--- config.mk ---
export PLATFORM = sky130hd
export DESIGN_NAME = xdptr_unit
export DESIGN_NICKNAME = d
export VERILOG_FILES = /design/src/rtl/xdptr_pkg.sv /design/src/rtl/xdptr_bank.sv /design/src/rtl/xdptr_ext.sv /design/src/rtl/xdptr_route.sv /design/src/rtl/xdptr_unit.sv
export SDC_FILE = /design/constraint.sdc
export NUM_CORES = 1
export LEC_CHECK = 0
export ABC_CLOCK_PERIOD_IN_PS = 5600
export BUFFER_PORTS_ARGS = -buffer_cell sky130_fd_sc_hd__buf_2
export CAP_MARGIN = 40
export CELL_PAD_IN_SITES_DETAIL_PLACEMENT = 1
export CELL_PAD_IN_SITES_GLOBAL_PLACEMENT = 1
export CORE_MARGIN = 10
export CORE_UTILIZATION = 31
export DETAILED_ROUTE_END_ITERATION = 8
export PLACE_DENSITY = 0.66
export SYNTH_ARGS = -nofsm -noshare
export SYNTH_HDL_FRONTEND = slang
export SYNTH_SLANG_ARGS = --single-unit
--- constraint.sdc ---
create_clock -name clk_i -period 5.6 [get_ports clk_i]
set_input_delay 0.56 -clock clk_i [delete_from_list [all_inputs] [get_ports clk_i]]
set_output_delay 0.56 -clock clk_i [all_outputs]
set_load 0.03 [all_outputs]
--- src/rtl/xdptr_pkg.sv ---
package xdptr_pkg;
  localparam int unsigned IDX_W = 4;

  typedef enum logic [IDX_W-1:0] {
    IDX_P0_LO = 4'd0,
    IDX_P0_HI = 4'd1,
    IDX_P1_LO = 4'd2,
    IDX_P1_HI = 4'd3,
    IDX_E_LO  = 4'd4,
    IDX_E_MID = 4'd5,
    IDX_E_HI  = 4'd6,
    IDX_AUX   = 4'd7,
    IDX_MODE  = 4'd8
  } sfr_idx_e;
endpackage

--- src/rtl/xdptr_bank.sv ---
module xdptr_bank #(
  parameter int unsigned PTR_W = 16,
  parameter int unsigned N_PTR = 2
) (
  input  logic                        clk_i,
  input  logic                        rst_ni,
  input  logic [N_PTR-1:0]            we_lo_i,
  input  logic [N_PTR-1:0]            we_hi_i,
  input  logic [7:0]                  wdata_i,
  input  logic [N_PTR-1:0]            load_i,
  input  logic [N_PTR-1:0]            inc_i,
  input  logic [PTR_W-1:0]            load_data_i,
  output logic [N_PTR-1:0][PTR_W-1:0] ptr_o
);
  localparam int unsigned HI_W = PTR_W - 8;

  for (genvar g = 0; g < N_PTR; g++) begin : g_ptr
    logic [PTR_W-1:0] q;
    always_ff @(posedge clk_i or negedge rst_ni) begin
      if (!rst_ni) begin
        q <= '0;
      end else if (load_i[g]) begin
        q <= load_data_i;
      end else if (inc_i[g]) begin
        q <= q + PTR_W'(1);
      end else begin
        if (we_lo_i[g]) q[7:0]       <= wdata_i;
        if (we_hi_i[g]) q[PTR_W-1:8] <= wdata_i[HI_W-1:0];
      end
    end
    assign ptr_o[g] = q;
  end
endmodule

--- src/rtl/xdptr_ext.sv ---
module xdptr_ext #(
  parameter int unsigned EXT_W = 23
) (
  input  logic             clk_i,
  input  logic             rst_ni,
  input  logic [2:0]       we_i,
  input  logic [7:0]       wdata_i,
  input  logic             load_i,
  input  logic             inc_i,
  input  logic [EXT_W-1:0] load_data_i,
  output logic [EXT_W-1:0] ptr_o
);
  localparam int unsigned TOP_W = EXT_W - 16;

  logic [EXT_W-1:0] q;

  always_ff @(posedge clk_i or negedge rst_ni) begin
    if (!rst_ni) begin
      q <= '0;
    end else if (load_i) begin
      q <= load_data_i;
    end else if (inc_i) begin
      q <= q + EXT_W'(1);
    end else begin
      if (we_i[0]) q[7:0]        <= wdata_i;
      if (we_i[1]) q[15:8]       <= wdata_i;
      if (we_i[2]) q[EXT_W-1:16] <= wdata_i[TOP_W-1:0];
    end
  end

  assign ptr_o = q;
endmodule

--- src/rtl/xdptr_route.sv ---
module xdptr_route #(
  parameter int unsigned     PTR_W        = 16,
  parameter int unsigned     EXT_W        = 23,
  parameter int unsigned     ONCHIP_BYTES = 768,
  parameter logic [EXT_W-1:0] HIGH_LIMIT  = 23'h7E_FFFF
) (
  input  logic             clk_i,
  input  logic             rst_ni,
  input  logic             req_i,
  input  logic             use_ext_i,
  input  logic [PTR_W-1:0] dptr_i,
  input  logic [EXT_W-1:0] eptr_i,
  input  logic             xram_off_i,
  input  logic             ext_mode_i,
  output logic             xram_req_o,
  output logic             bus_req_o,
  output logic             err_o,
  output logic [EXT_W-1:0] addr_o
);
  logic [EXT_W-1:0] addr_c;
  logic             above_64k, err_c, onchip_c;

  assign addr_c    = use_ext_i ? eptr_i : EXT_W'(dptr_i);
  assign above_64k = |addr_c[EXT_W-1:PTR_W];
  assign err_c     = use_ext_i && ((addr_c > HIGH_LIMIT) || (above_64k && !ext_mode_i));
  assign onchip_c  = !above_64k && (addr_c < EXT_W'(ONCHIP_BYTES)) && !xram_off_i;

  always_ff @(posedge clk_i or negedge rst_ni) begin
    if (!rst_ni) begin
      xram_req_o <= 1'b0;
      bus_req_o  <= 1'b0;
      err_o      <= 1'b0;
      addr_o     <= '0;
    end else begin
      xram_req_o <= req_i && !err_c && onchip_c;
      bus_req_o  <= req_i && !err_c && !onchip_c;
      err_o      <= req_i && err_c;
      if (req_i) addr_o <= addr_c;
    end
  end
endmodule

--- src/rtl/xdptr_unit.sv ---
module xdptr_unit
  import xdptr_pkg::*;
#(
  parameter int unsigned      PTR_W        = 16,
  parameter int unsigned      EXT_W        = 23,
  parameter int unsigned      ONCHIP_BYTES = 768,
  parameter logic [EXT_W-1:0] HIGH_LIMIT   = 23'h7E_FFFF
) (
  input  logic             clk_i,
  input  logic             rst_ni,
  input  logic             sfr_we_i,
  input  logic [IDX_W-1:0] sfr_idx_i,
  input  logic [7:0]       sfr_wdata_i,
  output logic [7:0]       sfr_rdata_o,
  input  logic             ptr_ext_i,
  input  logic             wload_i,
  input  logic [EXT_W-1:0] wload_data_i,
  input  logic             inc_i,
  input  logic             acc_req_i,
  output logic             xram_req_o,
  output logic             bus_req_o,
  output logic             acc_err_o,
  output logic [EXT_W-1:0] acc_addr_o
);
  localparam int unsigned N_PTR = 2;
  localparam int unsigned TOP_W = EXT_W - 16;

  logic                        sel_q, xram_off_q, ext_mode_q;
  logic [N_PTR-1:0][PTR_W-1:0] dptr;
  logic [EXT_W-1:0]            eptr_q;
  logic [N_PTR-1:0]            we_lo, we_hi, d_load, d_inc;
  logic [2:0]                  e_we;
  logic [PTR_W-1:0]            dptr_act;

  always_comb begin
    we_lo = '0;
    we_hi = '0;
    e_we  = '0;
    if (sfr_we_i) begin
      unique case (sfr_idx_i)
        IDX_P0_LO: we_lo[0] = 1'b1;
        IDX_P0_HI: we_hi[0] = 1'b1;
        IDX_P1_LO: we_lo[1] = 1'b1;
        IDX_P1_HI: we_hi[1] = 1'b1;
        IDX_E_LO:  e_we[0]  = 1'b1;
        IDX_E_MID: e_we[1]  = 1'b1;
        IDX_E_HI:  e_we[2]  = 1'b1;
        default: ;
      endcase
    end
  end

  for (genvar g = 0; g < N_PTR; g++) begin : g_ctl
    assign d_load[g] = wload_i && !ptr_ext_i && (sel_q == g[0]);
    assign d_inc[g]  = inc_i   && !ptr_ext_i && (sel_q == g[0]);
  end

  always_ff @(posedge clk_i or negedge rst_ni) begin
    if (!rst_ni) begin
      sel_q      <= 1'b0;
      xram_off_q <= 1'b0;
      ext_mode_q <= 1'b0;
    end else if (sfr_we_i) begin
      if (sfr_idx_i == IDX_AUX) begin
        sel_q      <= sfr_wdata_i[0];
        xram_off_q <= sfr_wdata_i[1];
      end
      if (sfr_idx_i == IDX_MODE) ext_mode_q <= sfr_wdata_i[0];
    end
  end

  xdptr_bank #(.PTR_W(PTR_W), .N_PTR(N_PTR)) bank_i (
    .clk_i       (clk_i),
    .rst_ni      (rst_ni),
    .we_lo_i     (we_lo),
    .we_hi_i     (we_hi),
    .wdata_i     (sfr_wdata_i),
    .load_i      (d_load),
    .inc_i       (d_inc),
    .load_data_i (wload_data_i[PTR_W-1:0]),
    .ptr_o       (dptr)
  );

  xdptr_ext #(.EXT_W(EXT_W)) ext_i (
    .clk_i       (clk_i),
    .rst_ni      (rst_ni),
    .we_i        (e_we),
    .wdata_i     (sfr_wdata_i),
    .load_i      (wload_i && ptr_ext_i),
    .inc_i       (inc_i && ptr_ext_i),
    .load_data_i (wload_data_i),
    .ptr_o       (eptr_q)
  );

  assign dptr_act = dptr[sel_q];

  xdptr_route #(
    .PTR_W(PTR_W), .EXT_W(EXT_W), .ONCHIP_BYTES(ONCHIP_BYTES), .HIGH_LIMIT(HIGH_LIMIT)
  ) route_i (
    .clk_i      (clk_i),
    .rst_ni     (rst_ni),
    .req_i      (acc_req_i),
    .use_ext_i  (ptr_ext_i),
    .dptr_i     (dptr_act),
    .eptr_i     (eptr_q),
    .xram_off_i (xram_off_q),
    .ext_mode_i (ext_mode_q),
    .xram_req_o (xram_req_o),
    .bus_req_o  (bus_req_o),
    .err_o      (acc_err_o),
    .addr_o     (acc_addr_o)
  );

  always_comb begin
    sfr_rdata_o = 8'h00;
    unique case (sfr_idx_i)
      IDX_P0_LO: sfr_rdata_o = dptr[0][7:0];
      IDX_P0_HI: sfr_rdata_o = dptr[0][PTR_W-1:8];
      IDX_P1_LO: sfr_rdata_o = dptr[1][7:0];
      IDX_P1_HI: sfr_rdata_o = dptr[1][PTR_W-1:8];
      IDX_E_LO:  sfr_rdata_o = eptr_q[7:0];
      IDX_E_MID: sfr_rdata_o = eptr_q[15:8];
      IDX_E_HI:  sfr_rdata_o = {{(8-TOP_W){1'b1}}, eptr_q[EXT_W-1:16]};
      IDX_AUX:   sfr_rdata_o = {6'b0, xram_off_q, sel_q};
      IDX_MODE:  sfr_rdata_o = {7'b0, ext_mode_q};
      default: ;
    endcase
  end
endmodule

# After elaboration in Yosys (flattened, before gate mapping)
# Cells that the tools add are included.
[classes] bitwise_logic=1 reduce_logical=34 n_eq_ne=8 n_mux=27 n_addsub=3 order_cmp=3
[op_table] operator="$mux W16" n=6
[op_table] operator="$pmux W8 S9" n=1
[op_table] operator="$mux W23" n=3
[op_table] operator="$mux W8" n=6
[op_table] operator="$add A16 B1 Y16 const B" n=2
[op_table] operator="$add A23 B1 Y23 const B" n=1
[op_table] operator="$gt A23 B23 Y1 const B" n=1
[op_table] operator="$lt A23 B10 Y1 const B" n=1
[op_table] operator="$reduce_bool A3 Y1" n=7
[op_table] operator="$eq A4 B3 Y1 const B" n=4
[op_table] operator="$logic_and A1 B1 Y1" n=16
[op_table] operator="$eq A4 B2 Y1 const B" n=2
[op_table] operator="$mux W1" n=7
[op_table] operator="$mux W7" n=1
[op_table] operator="$reduce_or A7 Y1" n=1
[op_table] operator="$logic_not A1 Y1" n=6
[op_table] operator="$eq A4 B1 Y1 const B" n=1
[op_table] operator="$eq A4 B4 Y1 const B" n=1
[op_table] operator="$logic_not A4 Y1" n=1
[op_table] operator="$mux W2" n=2
[op_table] operator="$reduce_and A2 Y1" n=2
[op_table] operator="$mux W3" n=1
[op_table] operator="$lt A1 B2 Y1 const B" n=1
[op_table] operator="$logic_or A1 B1 Y1" n=1
[op_table] operator="$not A1 Y1" n=1
[totals] regBits=84 output_inout_bits=34

# Logic depth before layout (Yosys ltp)
[depth] ltp_word=10 depth_mapped=9 ltp_nobuf=6

# By module
# Synthesis repeated with hierarchy kept, for this count alone.
[unflattened] hier_cells=745 hier_area_um2=6402.4
[by_module_without_submodules] mod="xdptr_bank" cells_each=284 area_per_inst_um2=2391.0 instances=1
[by_module_without_submodules] mod="xdptr_ext" cells_each=208 area_per_inst_um2=1781.7 instances=1
[by_module_without_submodules] mod="xdptr_route" cells_each=123 area_per_inst_um2=1223.7 instances=1
[by_module_without_submodules] mod="xdptr_unit" cells_each=130 area_per_inst_um2=1006.0 instances=1

# Worst setup path after synthesis
# No wires, ideal clock.
[synth_path] kind="input to output" from="input sfr_idx_i[2]" to="output sfr_rdata_o[3]" arrival_time_ns=2.063 n_path_buf=2 slack_ns=2.977 path_stages=4 path_cell_list="buf_1 -> buf_1 -> nor2_1 -> a211oi_1"
[synth_between] elab_chain_cells=2 word_cells_on_any_way=10
[synth_rtl] element="start, declared" line_no="xdptr_unit.sv:12" source="input logic [IDX_W-1:0] sfr_idx_i,"
[synth_rtl] element="$eq A4 B4 Y1, or another cell as far along" line_no="xdptr_unit.sv:116" source="unique case (sfr_idx_i)"
[synth_rtl] element="$pmux W8 S9 *" line_no="xdptr_unit.sv:116"
[synth_rtl] element="end, declared" line_no="xdptr_unit.sv:14" source="output logic [7:0] sfr_rdata_o,"
# Mark *: on every way between the ends. The rest lies on a longest branch, timed or not.

# Worst setup path after layout
[layout_path] from="input sfr_idx_i[1]" to="output sfr_rdata_o[0]"
# The elaborated chain is that of the path after synthesis.

==> metrics.md <==
| Metric | Value |
|---|---|
| Run status | `complete, no violations` |
| Setup violations, final | `0` |
| Grt ovf | `0` |
| Post-CTS setup buffer count | `0` |
| Max clock buf depth | `2` |
| Routed len/inst | `25.4 um` |
| Total GRT Usage | `20.0%` |
| Ys Warns | `0` |
| Clock sink count | `84` |
| Setup TNS Final | `0 ns` |
| Final WS setup | `2.46 ns` |
| # rows | `51` |
| CP bufs+invs | `2` |
| Max frequency | `319 MHz` |
| Total die area | `26200 sq um` |
| Crit-path max cell delay | `0.79 ns` |
| Worst Max-Slew Pin Slew | `0.908 ns` |
| Critical-path top delay cell | `nor2b_1` |
| Core area | `19700 sq um` |
| Initial antenna violation count | `1` |
| DIE HEIGHT | `162 um` |
| Max cap viols | `0` |
| NumNets Final | `828` |
| Synth Flop Type | `dfrtp_1` |
| Cells after Synth | `749` |
| CP endpoint kind | `output pin` |
| Initial DRC Count | `548` |
| CTS tree | `yes` |
| Starting Density | `31.7%` |
| Final GP Congestion | `0.933` |
| Synth area leaders | `dfrtp_1 (34%), a21oi_1 (6.9%), o21ai_0 (4.7%)` |
| RSZ-0062 raised after global routing | `false` |
| Routed via count | `6355` |
| Critical setup path kind | `in -> out` |
| Leak Pwr | `2.89 nW` |
| Number of flops mapped to enable cells by yosys | `0` |
| Synth Net Count | `794` |
| Worst Path Required | `5.04 ns` |
| Antenna Violating Nets Remaining | `0` |
| Largest net degree at the start of global routing | `55` |
| CP startpoint kind | `primary input` |
| Fin. Hold Viols | `0` |
| Critical path peak fanout | `24` |
| Die Width | `162 um` |
| Yosys cell types | `78` |
| Routing usage on met2 | `30.1%` |
| Path category of the worst min-delay check | `in -> async` |
| Leading cell type in the layout, fill and taps excluded | `a21oi_1` |
| H-tree levels | `3` |
| WHS | `0.191 ns` |
| FF+latch count, synth | `84` |
| Vias in the first global route | `6423` |
| Sequential-to-total area share from yosys stat | `33.7%` |
| Commonest cells after routing, fill and taps aside | `a21oi_1 (86), dfrtp_1 (84), buf_2 (74), nand2_1 (72), nor2_1 (63)` |
| Slew HR | `39.3%` |
| First-pass GRT wire length | `40.8 mm` |
| Post-route DRC violation count | `0` |
| CP most frequent cell | `a21oi_1` |
| CTS Hold Buffers Added | `0` |
| VDD IR-drop max | `169 uV` |
| Input/output buffers | `75` |
| Tmin final | `3.14 ns` |
| Post-cts resize count | `0` |
| Fin crit share | `56.0%` |
| Via/cell ratio | `6.04` |
| Clk root buf | `clkbuf_16` |
| Crit-path cells | `buf_2 > nor2b_1 > a21oi_1 > a21oi_1 > a21oi_1 > o22ai_1 > buf_2` |
| GRT Max-Usage Layer | `met2` |
| Yosys top cell by area | `dfrtp_1` |
| Critical path arrival | `2.58 ns` |
| Cts bufs inserted | `9` |
| Avg Inst Size Synth | `8.32 sq um` |
| Pins over their slew limit | `0` |
| Post-DP HPWL | `19.7 mm` |
| Pre-CTS setup slack | `2.49 ns` |
| I/O Pins | `76` |
| Async SR Flop Fraction | `100%` |
| Pre-Repair DR Iteration Count | `5` |
| GRT met3 Usage | `3.74%` |
| Setup Skew | `0.00761 ns` |
| CTS clock-pin slew for the worst setup and hold paths | `0.06 ns` |
| Post-synth top area share | `33.7%` |
| Post-Route WL | `26.7 mm` |
| GR met1 Demand/Resource | `27.8%` |
| P&R area growth vs syn | `13.0%` |
| Share of cells above drive strength 1 | `19.2%` |
| Post-Syn Area | `6230 sq um` |
| Crit-path leading delay family | `simple AND/OR/NAND/NOR gates` |
| PwrDens | `370 nW/um^2` |
| Skew-Pair Late Insertion Delay | `0.35 ns` |
==> worst register-to-register path, stage by stage, from the launching register on <==
cell and delay, ns:
dfrtp_1 0.77, and3b_1 0.80, nor2_2 0.18, and2_1 0.31, a31o_2 0.25, a22o_1 0.17
==> synth_stat cells (6+ instances only) <==
library cell  number
xor2_1            10
mux2i_1           28
dfrtp_1           84
o211ai_1           6
o21ai_1            6
buf_2             23
and2_1             6
a21oi_1           86
mux2_2            25
nor3_1            15
a22oi_1            6
nor2_1            63
o21ai_0           59
a31oi_1            9
nand3_1           41
clkbuf_1          28
o22ai_1            9
mux4_2             7
and3_1             6
o31ai_1            9
inv_1             15
nand2_1           72
a311oi_1           7
nand4_1            9
a211oi_1          11
==> metal layers <==
layer	routed length, um	share of wire [%]	up-vias
met4	769	2.9	0
li1	-	-	2869
met1	12500	47	3228
met5	0	0	-
met2	11800	44	222
met3	1650	6.2	36
==> path summary, 6_finish.rpt <==
kind,from,end,slack [ns],cells past startpoint
worst min register to register,route_i.addr_o[12]$_DFFE_PN0P_,route_i.addr_o[12]$_DFFE_PN0P_,0.50,1
worst max-delay path,sfr_idx_i[1],sfr_rdata_o[0],2.46,7
worst min-delay path,rst_ni,ext_i.ptr_o[19]$_DFFE_PN0P_,0.19,1
max in group asynchronous,rst_ni,bank_i.g_ptr[1].q[15]$_DFFE_PN0P_,4.37,2
worst max register to register,sel_q$_DFFE_PN0P_,bank_i.g_ptr[1].q[15]$_DFFE_PN0P_,3.01,5
min in group clk_i,wload_data_i[21],ext_i.ptr_o[21]$_DFFE_PN0P_,0.43,3
==> cell type report <==
class | instances | area [sq um]
Fill cell | 2389 | 12600
Clock buffer | 10 | 229
Antenna cell | 1 | 2.50
Sequential cell | 84 | 2100
Multi-Input combinational cell | 590 | 3810
Clock inverter | 5 | 77.6
Inverter | 16 | 60.1
Timing Repair Buffer | 82 | 438
Tap cell | 265 | 332
==> power by group <==
part	switching (mW)	internal (mW)	total, mW
combinational	0.535	0.345	0.880
clock	0.258	0.387	0.645
sequential	0.316	0.767	1.08
==> cells by family after synthesis <==
group,count (synthesis),synth area share (%)
compound gates,256,25.8
xor+xnor,15,2.11
fa+ha+maj,3,0.602
buf+inv,75,5.22
flops,84,33.7
mux,60,11.5
simple gates,256,21.0
==> state kept, by name, indices dropped and copies added (netlist names) <==
name                flops
sel_q                   1
ext_mode_q              1
route_i.addr_o         23
bank_i.g_ptr.q         32
route_i.bus_req_o       1
xram_off_q              1
route_i.xram_req_o      1
route_i.err_o           1
ext_i.ptr_o            23
==> metrics by stage <==
| step | util [%] | power [mW] | instances | cell area, sq um |
|---|---|---|---|---|
| floorplan | - | 1.59 | 749 | 6230 |
| finish | 35.9 | 2.61 | 1053 | 7050 |
| global route | 35.8 | 2.75 | 1052 | 7040 |
| detailed placement | 34.3 | 1.95 | 1037 | 6740 |
| CTS | 35.8 | 2.61 | 1052 | 7040 |
| global placement | 34.2 | 1.94 | 1035 | 6720 |
Note: power is estimated with default switching activity, not from simulation.
